==> config.mk <==
export PLATFORM = sky130hd
export DESIGN_NAME = uart_reg_bank
export DESIGN_NICKNAME = d
export VERILOG_FILES = /design/src/rtl/uart_reg_pkg.sv /design/src/rtl/uart_reg_decode.sv /design/src/rtl/uart_rx_fifo.sv /design/src/rtl/uart_irq_ctrl.sv /design/src/rtl/uart_reg_bank.sv
export SDC_FILE = /design/constraint.sdc
export NUM_CORES = 1
export LEC_CHECK = 0
export ABC_AREA = 1
export BUFFER_PORTS_ARGS = -buffer_cell sky130_fd_sc_hd__clkbuf_2
export CAP_MARGIN = 20
export CORE_MARGIN = 4
export CORE_UTILIZATION = 28
export DETAILED_ROUTE_END_ITERATION = 8
export GPL_TIMING_DRIVEN = 0
export HOLD_SLACK_MARGIN = 0.1
export PLACE_DENSITY = 0.39
export SLEW_MARGIN = 30
export SYNTH_ARGS = -nofsm -noshare
export SYNTH_HDL_FRONTEND = slang
export SYNTH_SLANG_ARGS = --single-unit
==> constraint.sdc <==
create_clock -name clk -period 4.8 [get_ports clk]
set_clock_uncertainty 0.05 [all_clocks]
set_input_delay 0.48 -clock clk [delete_from_list [all_inputs] [get_ports clk]]
set_output_delay 0.48 -clock clk [all_outputs]
set_load 0.005 [all_outputs]
==> src/rtl/uart_reg_pkg.sv <==
package uart_reg_pkg;

    localparam int DATA_W    = 32;
    localparam int BYTE_W    = 8;
    localparam int WORD_W    = 4;
    localparam int NUM_WORDS = 15;
    localparam int NUM_SLOTS = 1 << WORD_W;

    // word indices (byte offset / 4)
    localparam logic [WORD_W-1:0] W_RXCTRL = 4'd2;
    localparam logic [WORD_W-1:0] W_DOUT   = 4'd7;
    localparam logic [WORD_W-1:0] W_POP    = 4'd8;
    localparam logic [WORD_W-1:0] W_PEEK   = 4'd9;
    localparam logic [WORD_W-1:0] W_MASK   = 4'd11;
    localparam logic [WORD_W-1:0] W_ACK    = 4'd12;
    localparam logic [WORD_W-1:0] W_RAW    = 4'd13;
    localparam logic [WORD_W-1:0] W_MASKED = 4'd14;

    localparam int RXEN_BIT   = 3;
    localparam int AVAIL_BIT  = 16;
    localparam int IDLE_BIT   = 22;
    localparam int RDY_BIT    = 24;
    localparam int EV_RX_BIT  = 3;

    localparam logic [DATA_W-1:0] RXCTRL_RST = 32'h0001_0000;

    typedef struct packed {
        logic              in_win;
        logic [WORD_W-1:0] word;
        logic              wr_plain;
        logic              wr_ack;
        logic              wr_raw;
        logic              tx_fire;
        logic              rd_pop;
    } dec_t;

    function automatic logic [DATA_W-1:0] status_word(input logic [BYTE_W-1:0] head,
                                                      input logic avail);
        logic [DATA_W-1:0] w;
        w = '0;
        w[BYTE_W-1:0] = head;
        w[AVAIL_BIT]  = avail;
        w[IDLE_BIT]   = 1'b1;
        w[RDY_BIT]    = 1'b1;
        return w;
    endfunction

endpackage

==> src/rtl/uart_reg_decode.sv <==
module uart_reg_decode
    import uart_reg_pkg::*;
#(
    parameter int ADDR_W = 8
) (
    input  logic              bus_req,
    input  logic              bus_we,
    input  logic [ADDR_W-1:0] bus_addr,
    input  logic              tx_ready,
    output logic              bus_ack,
    output dec_t              dec
);
    localparam int IDX_W = ADDR_W - 2;
    localparam logic [IDX_W-1:0] LAST_IDX = IDX_W'(NUM_WORDS - 1);

    logic [IDX_W-1:0] idx;
    logic             is_dout;
    logic             wr_go;

    always_comb begin
        idx     = bus_addr[ADDR_W-1:2];
        dec     = '0;
        dec.in_win = (idx <= LAST_IDX);
        dec.word   = idx[WORD_W-1:0];
        is_dout = dec.in_win && (dec.word == W_DOUT);
        bus_ack = bus_req && !(bus_we && is_dout && !tx_ready);
        wr_go   = bus_ack && bus_we && dec.in_win;
        dec.tx_fire  = wr_go && is_dout;
        dec.wr_ack   = wr_go && (dec.word == W_ACK);
        dec.wr_raw   = wr_go && (dec.word == W_RAW);
        dec.wr_plain = wr_go && (dec.word != W_ACK) && (dec.word != W_RAW);
        dec.rd_pop   = bus_ack && !bus_we && dec.in_win && (dec.word == W_POP);
    end
endmodule

==> src/rtl/uart_rx_fifo.sv <==
module uart_rx_fifo #(
    parameter int DEPTH = 16,
    parameter int W     = 8
) (
    input  logic                       clk,
    input  logic                       rst,
    input  logic                       push,
    input  logic [W-1:0]               push_data,
    input  logic                       pop,
    output logic [W-1:0]               head,
    output logic [$clog2(DEPTH+1)-1:0] count
);
    localparam int PTR_W = (DEPTH > 1) ? $clog2(DEPTH) : 1;
    localparam int CNT_W = $clog2(DEPTH + 1);
    localparam logic [PTR_W-1:0] PTR_LAST = PTR_W'(DEPTH - 1);
    localparam logic [CNT_W-1:0] CNT_FULL = CNT_W'(DEPTH);

    logic [W-1:0]     mem [DEPTH];
    logic [PTR_W-1:0] wr_ptr, rd_ptr;
    logic             store, take;

    assign store = push && (count != CNT_FULL);
    assign take  = pop && (count != '0);
    assign head  = mem[rd_ptr];

    function automatic logic [PTR_W-1:0] bump(input logic [PTR_W-1:0] p);
        return (p == PTR_LAST) ? '0 : p + 1'b1;
    endfunction

    always_ff @(posedge clk) begin
        if (store) mem[wr_ptr] <= push_data;
    end

    always_ff @(posedge clk) begin
        if (rst) begin
            wr_ptr <= '0;
            rd_ptr <= '0;
            count  <= '0;
        end else begin
            if (store) wr_ptr <= bump(wr_ptr);
            if (take)  rd_ptr <= bump(rd_ptr);
            case ({store, take})
                2'b10:   count <= count + 1'b1;
                2'b01:   count <= count - 1'b1;
                default: count <= count;
            endcase
        end
    end
endmodule

==> src/rtl/uart_irq_ctrl.sv <==
module uart_irq_ctrl
    import uart_reg_pkg::*;
(
    input  logic              clk,
    input  logic              rst,
    input  logic              tx_fire,
    input  logic              wr_ack,
    input  logic              wr_raw,
    input  logic [DATA_W-1:0] wdata,
    input  logic              rx_avail,
    input  logic [DATA_W-1:0] mask,
    output logic [DATA_W-1:0] raw_view,
    output logic [DATA_W-1:0] masked,
    output logic [DATA_W-1:0] ack_q,
    output logic              irq
);
    logic [DATA_W-1:0] raw_q;
    logic              tx_pend_q;
    logic [DATA_W-1:0] ack_eff;

    always_comb begin
        ack_eff = wdata;
        if (tx_pend_q) ack_eff[0] = 1'b0;
    end

    always_ff @(posedge clk) begin
        if (rst) begin
            raw_q     <= '0;
            tx_pend_q <= 1'b0;
            ack_q     <= '0;
        end else if (tx_fire) begin
            raw_q     <= raw_q | 32'h3;
            tx_pend_q <= 1'b1;
        end else if (wr_ack) begin
            raw_q     <= raw_q & ~ack_eff & ~(32'h1 << EV_RX_BIT);
            ack_q     <= ack_eff;
            tx_pend_q <= 1'b0;
        end else if (wr_raw) begin
            raw_q     <= wdata & ~(32'h1 << EV_RX_BIT);
        end
    end

    always_comb begin
        raw_view            = raw_q;
        raw_view[EV_RX_BIT] = rx_avail;
        masked              = raw_view & mask;
        irq                 = |masked;
    end
endmodule

==> src/rtl/uart_reg_bank.sv <==
module uart_reg_bank
    import uart_reg_pkg::*;
#(
    parameter int ADDR_W     = 8,
    parameter int FIFO_DEPTH = 16
) (
    input  logic              clk,
    input  logic              rst,
    input  logic              bus_req,
    input  logic              bus_we,
    input  logic [ADDR_W-1:0] bus_addr,
    input  logic [31:0]       bus_wdata,
    output logic [31:0]       bus_rdata,
    output logic              bus_ack,
    input  logic              rx_valid,
    input  logic [7:0]        rx_data,
    output logic              rx_ready,
    output logic              tx_valid,
    output logic [7:0]        tx_data,
    input  logic              tx_ready,
    output logic              irq
);
    localparam int CNT_W = $clog2(FIFO_DEPTH + 1);

    dec_t              dec;
    logic [DATA_W-1:0] slot_q [NUM_SLOTS];
    logic [BYTE_W-1:0] rx_head;
    logic [CNT_W-1:0]  rx_count;
    logic              rx_pop;
    logic              rx_avail;
    logic [DATA_W-1:0] irq_raw, irq_masked, ack_q;

    uart_reg_decode #(.ADDR_W(ADDR_W)) u_dec (
        .bus_req  (bus_req),
        .bus_we   (bus_we),
        .bus_addr (bus_addr),
        .tx_ready (tx_ready),
        .bus_ack  (bus_ack),
        .dec      (dec)
    );

    // plain storage slots, one per word index
    for (genvar s = 0; s < NUM_SLOTS; s++) begin : g_slot
        localparam logic [DATA_W-1:0] RST_VAL =
            (s == int'(W_RXCTRL)) ? RXCTRL_RST : '0;
        always_ff @(posedge clk) begin
            if (rst)
                slot_q[s] <= RST_VAL;
            else if (dec.wr_plain && dec.word == WORD_W'(s))
                slot_q[s] <= bus_wdata;
        end
    end

    assign rx_ready = slot_q[W_RXCTRL][RXEN_BIT];
    assign rx_pop   = dec.rd_pop;
    assign rx_avail = (rx_count != '0);

    uart_rx_fifo #(.DEPTH(FIFO_DEPTH), .W(BYTE_W)) u_fifo (
        .clk       (clk),
        .rst       (rst),
        .push      (rx_valid && rx_ready),
        .push_data (rx_data),
        .pop       (rx_pop),
        .head      (rx_head),
        .count     (rx_count)
    );

    uart_irq_ctrl u_irq (
        .clk      (clk),
        .rst      (rst),
        .tx_fire  (dec.tx_fire),
        .wr_ack   (dec.wr_ack),
        .wr_raw   (dec.wr_raw),
        .wdata    (bus_wdata),
        .rx_avail (rx_avail),
        .mask     (slot_q[W_MASK]),
        .raw_view (irq_raw),
        .masked   (irq_masked),
        .ack_q    (ack_q),
        .irq      (irq)
    );

    assign tx_valid = bus_req && bus_we && dec.in_win && (dec.word == W_DOUT);
    assign tx_data  = bus_wdata[BYTE_W-1:0];

    always_comb begin
        bus_rdata = '0;
        if (dec.in_win) begin
            case (dec.word)
                W_POP, W_PEEK: bus_rdata = status_word(rx_head, rx_avail);
                W_RAW:         bus_rdata = irq_raw;
                W_MASKED:      bus_rdata = irq_masked;
                W_ACK:         bus_rdata = ack_q;
                default:       bus_rdata = slot_q[dec.word];
            endcase
        end
    end
endmodule

==> impl_results.md, run 1 <==
* Status: complete, no violations
* Crit path capture type: primary output
* Initial Utilization at 28.4%
* Worst Setup Path Type: in -> out
* CTS tree: built
* Max Transition Viols Final at 0
* Data arrival time of the critical path at around 3.8 ns
* Fmax achieved at 0.232 GHz
* Crit-path max FO at 10
* Async S/R FF share, synth at 0%
* Worst reg2reg endpoint: u_fifo.count[4]$_SDFFE_PP0P_
* Die footprint at 113000 sq um
* R2R Setup Slk at 2.27 ns
* Total clock sinks at 721
* Final worst-path cycle share at between 80% and 90%
* Most frequent cells in the layout: edfxtp_1, nor2_1, o21ai_0, o22ai_1, nand2_1
* Commonest non-fill, non-tap cell in the layout: edfxtp_1
* Max Cap Violations at 0
* Mapped Area at 30000 sq um
* Final WL at 128 mm
* Tot Pwr at 14.4 mW
* Post-CTS Setup Inserts at 0
* CTS buffer count at 85
* GPL Wtd Cong at 0.896
* Layout area overhead at 19.8%
* RR Startpoint: u_fifo.count[3]$_SDFFE_PP0P_
* Leakage power total at around 13 nW
* Synth Instances at between 2000 and 3000
* YS warnings at 0
* H-tree levels at 3
* Ports at between 90 and 100
* First-pass GRT wire length at 176 mm
* Die width at approximately 340 um
* Hold crit path type: in -> reg
* Worst setup SP type: primary input
* Worst slew margin at 27.9%
* Iteration-0 DRC Markers at roughly 2700
* Synth Area per Inst at ~11 sq um
* Diode count at 0
* Hold Crit Endpoint: u_irq.ack_q[10]$_SDFFE_PP0P_
* RSZ-0062 raised after global routing: no
* Residual DRC count at 0
* Initial antenna violation count at 4
* EDFF count, synth at 640
* Power per cell area at 399 nW/um^2
* Final Hold Violating Endpoints at 0
* Peak supply drop at 218 uV
* Detail Route Antenna Nets at 0
* Final TNS setup at 0 ns
* Ys flop type: edfxtp_1
* Row cnt at between 100 and 150
* Least-Margin Pin Slew at 1.08 ns
* Vias/cell at 5.27
* Layout cells sized above 1 at approximately an eighth
* Largest net degree at the start of global routing at 24
* CP required at 4.27 ns
* Clock slew at reported path FFs at 0.05 ns
* Flops & latches, synth at 721
* Final nets at 3015
* Global route overflow at 0
* CTS Hold Bufs at 21
* Core Region at 106000 sq um
* Worst-Skew Late Latency at 0.65 ns
* R2R depth at 16
* Netlist cell types at 43
* Routed WL per cell at 29.1 um
* I/O Buffers at 93
* Sequential area share after synthesis at 69.4%
* Vias in the first global route at 22683
* Die Y at 336 um
* Minimum clock period at 4.31 ns
* Worst-case clock buffer depth at 3
* DR vias at 23229
* First-pass iteration count of the detailed router at 5
* Total GRT Usage at 22.2%
* HPWL after DPL at 86.6 mm
* HP Start: bus_wdata[10]
* Post-cts sizing count at 0
* Root Driver: clkbuf_16
* Cells on Worst Hold Path at 3
* Setup violations, final at 0
## how the worst max path moves through the flow
stage          depth (start not counted)                           end        start  slack, ns
6_report                              10                 bus_rdata[30]  bus_addr[5]       0.49
5_1_grt                               10                 bus_rdata[29]  bus_addr[5]       0.47
4_1_cts                               10                 bus_rdata[29]  bus_addr[5]       0.76
3_5_place_dp                          10                 bus_rdata[29]  bus_addr[5]       0.77
3_3_place_gp                           6  slot_q[14][15]$_SDFFCE_PN0P_  bus_addr[5]      -3.61
2_1_floorplan                          8    slot_q[9][0]$_SDFFCE_PN0P_  bus_addr[3]       0.60
## registers in the layout, indices dropped and copies added (netlist names), named ones only
signal and count:
slot_q 512, u_fifo.wr_ptr 4, u_irq.raw_q 31, u_irq.tx_pend_q 1, u_fifo.mem 128, u_fifo.rd_ptr 4, u_irq.ack_q 32, u_fifo.count 5
## synthesized netlist by cell type (10+ instances only)
cell / instances / area [sq um]
buf_6: 10 / 113
a21oi_1: 94 / 470
nand4_1: 42 / 263
o21ai_1: 19 / 95.1
buf_2: 51 / 255
nand2_1: 208 / 781
o22ai_1: 260 / 1630
dfxtp_1: 81 / 1620
buf_4: 11 / 82.6
inv_1: 76 / 285
nand3_1: 25 / 125
o211ai_1: 41 / 308
buf_1: 15 / 56.3
nor2_1: 558 / 2090
clkbuf_1: 134 / 503
o21ai_0: 281 / 1410
o221ai_1: 12 / 105
edfxtp_1: 640 / 19200
## power breakdown
| group | internal, mW | switching [mW] |
|---|---|---|
| Combinational | 0.248 | 0.776 |
| Clock | 3.50 | 2.65 |
| Sequential | 7.09 | 0.0886 |
## metal layers
metal	wire length, um	vias up	track usage [%]
li1	-	10143	-
met1	56100	11706	31.0
met2	57000	1139	34.6
met3	10200	241	4.44
met4	4830	0	7.86
met5	0	-	0
## per-stage QoR
| stage | util (%) | std cells | hold WS (ns) | cell area (sq um) | setup WS (ns) |
|---|---|---|---|---|---|
| 6_report | 34.0 | 4408 | 0.180 | 36000 | 0.492 |
| 5_1_grt | 34.0 | 4408 | 0.150 | 36000 | 0.471 |
| 4_1_cts | 34.0 | 4408 | 0.117 | 36000 | 0.758 |
| 3_5_place_dp | 31.4 | 4237 | 0.404 | 33200 | 0.769 |
| 3_3_place_gp | 30.8 | 4212 | 0.399 | 32600 | -3.61 |
| 2_1_floorplan | - | 2728 | 0.379 | 30400 | 0.597 |
## final cells by class
| type | instances | area (sq um) |
|---|---|---|
| inverters | 85 | 319 |
| plain buffers | 221 | 1040 |
| well taps | 1391 | 1740 |
| multi-input cells | 1701 | 8350 |
| repair buffers | 139 | 1130 |
| clock buffers | 105 | 2270 |
| flip-flops and latches | 721 | 20800 |
| clock inverters | 45 | 293 |
| fillers | 10597 | 69900 |
## cell families (layout without fill, tap and decap cells)
kind of cell | Yosys count | after routing | synth area share (%)
buffers and inverters | 306 | 595 | 4.42
other | 1 | 96 | 0.0125
AND/OR/NAND/NOR | 863 | 863 | 11.8
adder cells (fa/ha/maj) | 7 | 7 | 0.292
XOR/XNOR | 7 | 7 | 0.204
AO/OA/AOI/OAI | 728 | 728 | 13.9
flip-flops | 721 | 721 | 69.4
## worst max-delay path, stage by stage
cell,delay (ns)
clkbuf_2,0.12
inv_1,0.06
nor2_1,0.10
inv_1,0.29
nor2_4,0.14
o21ai_1,0.72
clkbuf_1,0.87
o21ai_1,0.18
a21oi_1,0.58
clkbuf_2,0.24
Power figures use the tool's default switching activity.
==> run 2, diff against run 1 <==
--- a/config.mk
+++ b/config.mk
@@ -20 +20,2 @@
 export SYNTH_SLANG_ARGS = --single-unit
+export TNS_END_PERCENT = 20
==> constraint.sdc (replaced) <==
create_clock -name clk -period 4.8 [get_ports clk]
set_clock_uncertainty 0.05 [all_clocks]
set_input_delay 0.24 -clock clk [delete_from_list [all_inputs] [get_ports clk]]
set_output_delay 0.24 -clock clk [all_outputs]
set_load 0.005 [all_outputs]
==> run 2 against run 1 <==
Effect of this change: wire length about the same; non-clock buffer count up 20; hold slack worse by 0.058 ns; final area up 0.56%; total power about the same.
==> impl_results.md, run 2 (synthesis gave the netlist of run 1 again) <==
* Status: complete, no violations
* Final WL at 128 mm
* Post-Place Cells at between 4000 and 5000
* CTS Hold Bufs at 41
* Slowest stage delay, CP at 0.84 ns
* Ports at 98
* Fmax achieved at 0.261 GHz
* Max Cap Violations at 0
* WP depth at 10
* Worst Setup EP: bus_rdata[30]
* R2R depth at 13
* Core Util, Final at 34.2%
* Final worst-path cycle share at approximately four fifths
* Leakage power total at 12.6 nW
* RSZ-0062 raised after global routing: no
* Peak supply drop at 220 uV
* Row cnt at about 120
* Commonest non-fill, non-tap cell in the layout: edfxtp_1
* Layout Cells excl Fill at about 4400
* Worst slew margin at 27.0%
* Most frequent cells in the layout: edfxtp_1, nor2_1, o21ai_0, o22ai_1, nand2_1
* Largest net degree at the start of global routing at 24
* Leading registers by flop count: slot_q: 512 flops, u_fifo.mem: 128 flops, u_irq.ack_q: 32 flops
* DR vias at between 20000 and 25000
* Initial antenna violation count at 3
* Initial Utilization at about 28%
* Residual DRC count at 0
* Max Transition Viols Final at 0
* CTS buffer count at 85
* Least-Margin Pin Slew at around 1.1 ns
* CP required at around 4.5 ns
* Worst reg2reg endpoint: u_fifo.count[2]$_SDFFE_PP0P_
* Root Driver: clkbuf_16
* Post-cts sizing count at 0
* First-pass GRT wire length at 176 mm
* CP startpoint: bus_addr[5]
* Worst-Skew Late Latency at 0.65 ns
* Layout cells sized above 1 at between 10% and 20%
* Global route overflow at 0
* Post-CTS Setup Inserts at 0
* Worst-case clock buffer depth at 3
* Routed WL per cell at roughly 29 um
* Setup WS pre-CTS at 1.25 ns
* Die Y at 336 um
* First-pass iteration count of the detailed router at 5
* H-tree levels at 3
* Crit path buf inv count at 5
* Iteration-0 DRC Markers at roughly 2700
* Worst Setup Path Type: in -> out
* I/O Buffers at 93
* RR Startpoint: u_fifo.count[3]$_SDFFE_PP0P_
* Crit-path max FO at 10
* Final Hold Violating Endpoints at 0
* Crit path capture type: primary output
* HPWL after DPL at 86.6 mm
* Largest register FFs at 512
* Diode count at 0
* Final nets at 3035
* R2R Setup Slk at 2.26 ns
* Data arrival time of the critical path at between 3 and 4 ns
* Vias in the first global route at around 23000
* Slowest-stage cell, CP: clkbuf_1
* Worst setup SP type: primary input
* Die footprint at approximately 110000 sq um
* Core Region at 106000 sq um
* Total GRT Usage at around 22%
* Clock slew at reported path FFs at 0.06 ns
* Vias/cell at 5.27
* Worst path cell trace: clkbuf_2 -> inv_1 -> nor2_1 -> inv_1 -> nor2_4 -> o21ai_1 -> clkbuf_1 -> o21ai_1 -> a21oi_1 -> clkbuf_2
* Total clock sinks at around 720
* Largest Register: slot_q
* GPL Wtd Cong at 0.896
* Detail Route Antenna Nets at 0
* Minimum clock period at 3.83 ns
* Power per cell area at 397 nW/um^2
* Die width at 336 um
* Worst path top cell family by delay: buffers and inverters
* Setup ws final at 0.965 ns
* Setup violations, final at 0
* Layout area overhead at 20.5%
* CTS tree: built
* Hold crit path type: in -> reg
run 2: changes by cell type in the layout (fill, tap and decap cells not counted):
cell | before | now
dlygate4sd3_1 | 21 | 41
run 2: routing by layer:
layer / routed length, um / part of all wire (%) / track usage, %
met1: 56500 / 44 / 30.9
met2: 56800 / 44 / 34.6
met3: 9710 / 7.6 / 4.51
met4: 5090 / 4.0 / 7.97
met5: 0 / 0 / 0
run 2: worst min-delay path by stage:
stage                                             from                            to  slack, ns  depth (start not counted)
after CTS                                   rx_data[0]    u_fifo.mem[4][0]$_DFFE_PP_       0.10                          1
final                                       rx_data[0]    u_fifo.mem[4][0]$_DFFE_PP_       0.12                          1
after global placement    u_irq.ack_q[30]$_SDFFE_PP0P_  u_irq.ack_q[30]$_SDFFE_PP0P_       0.40                          2
after global routing                        rx_data[0]    u_fifo.mem[5][0]$_DFFE_PP_       0.11                          1
after floorplan                             rx_data[0]    u_fifo.mem[0][0]$_DFFE_PP_       0.29                          0
after detailed placement   u_irq.ack_q[9]$_SDFFE_PP0P_   u_irq.ack_q[9]$_SDFFE_PP0P_       0.40                          2
run 2: metrics by stage:
step	hold slack, ns	power [mW]	instance area (sq um)	TNS [ns]
global placement	0.399	8.26	32600	-290.40
global route	0.115	14.8	36200	0
finish	0.122	14.4	36200	0
detailed placement	0.404	8.31	33200	0
floorplan	0.289	7.72	30400	0
CTS	0.100	14.5	36200	0
run 2: worst reg2reg max path: stages (launching register included):
cell and delay (ns):
dfxtp_1 0.36, nor2_1 0.14, nand3b_1 0.26, nand2_2 0.27
inv_1 0.10, ha_1 0.20, clkbuf_1 0.16, xor2_1 0.19
ha_1 0.20, inv_1 0.05, nand2_1 0.08, xor2_1 0.16
o21ai_0 0.17, inv_1 0.06
run 2: cell type report:
cell class                      instances  area (sq um)
Buffer                                221          1040
Clock buffer                          105          2270
Clock inverter                         45           293
Fill cell                           10585         69700
Inverter                               85           319
Multi-Input combinational cell       1701          8350
Sequential cell                       721         20800
Tap cell                             1391          1740
Timing Repair Buffer                  159          1340
run 2: where the power goes:
part	total (mW)	switching, mW	leakage [nW]	internal [mW]
sequential	7.18	0.0889	6.70	7.09
clock	6.14	2.64	1.26	3.50
combinational	1.04	0.779	4.65	0.258
total	14.4	3.51	12.6	10.8
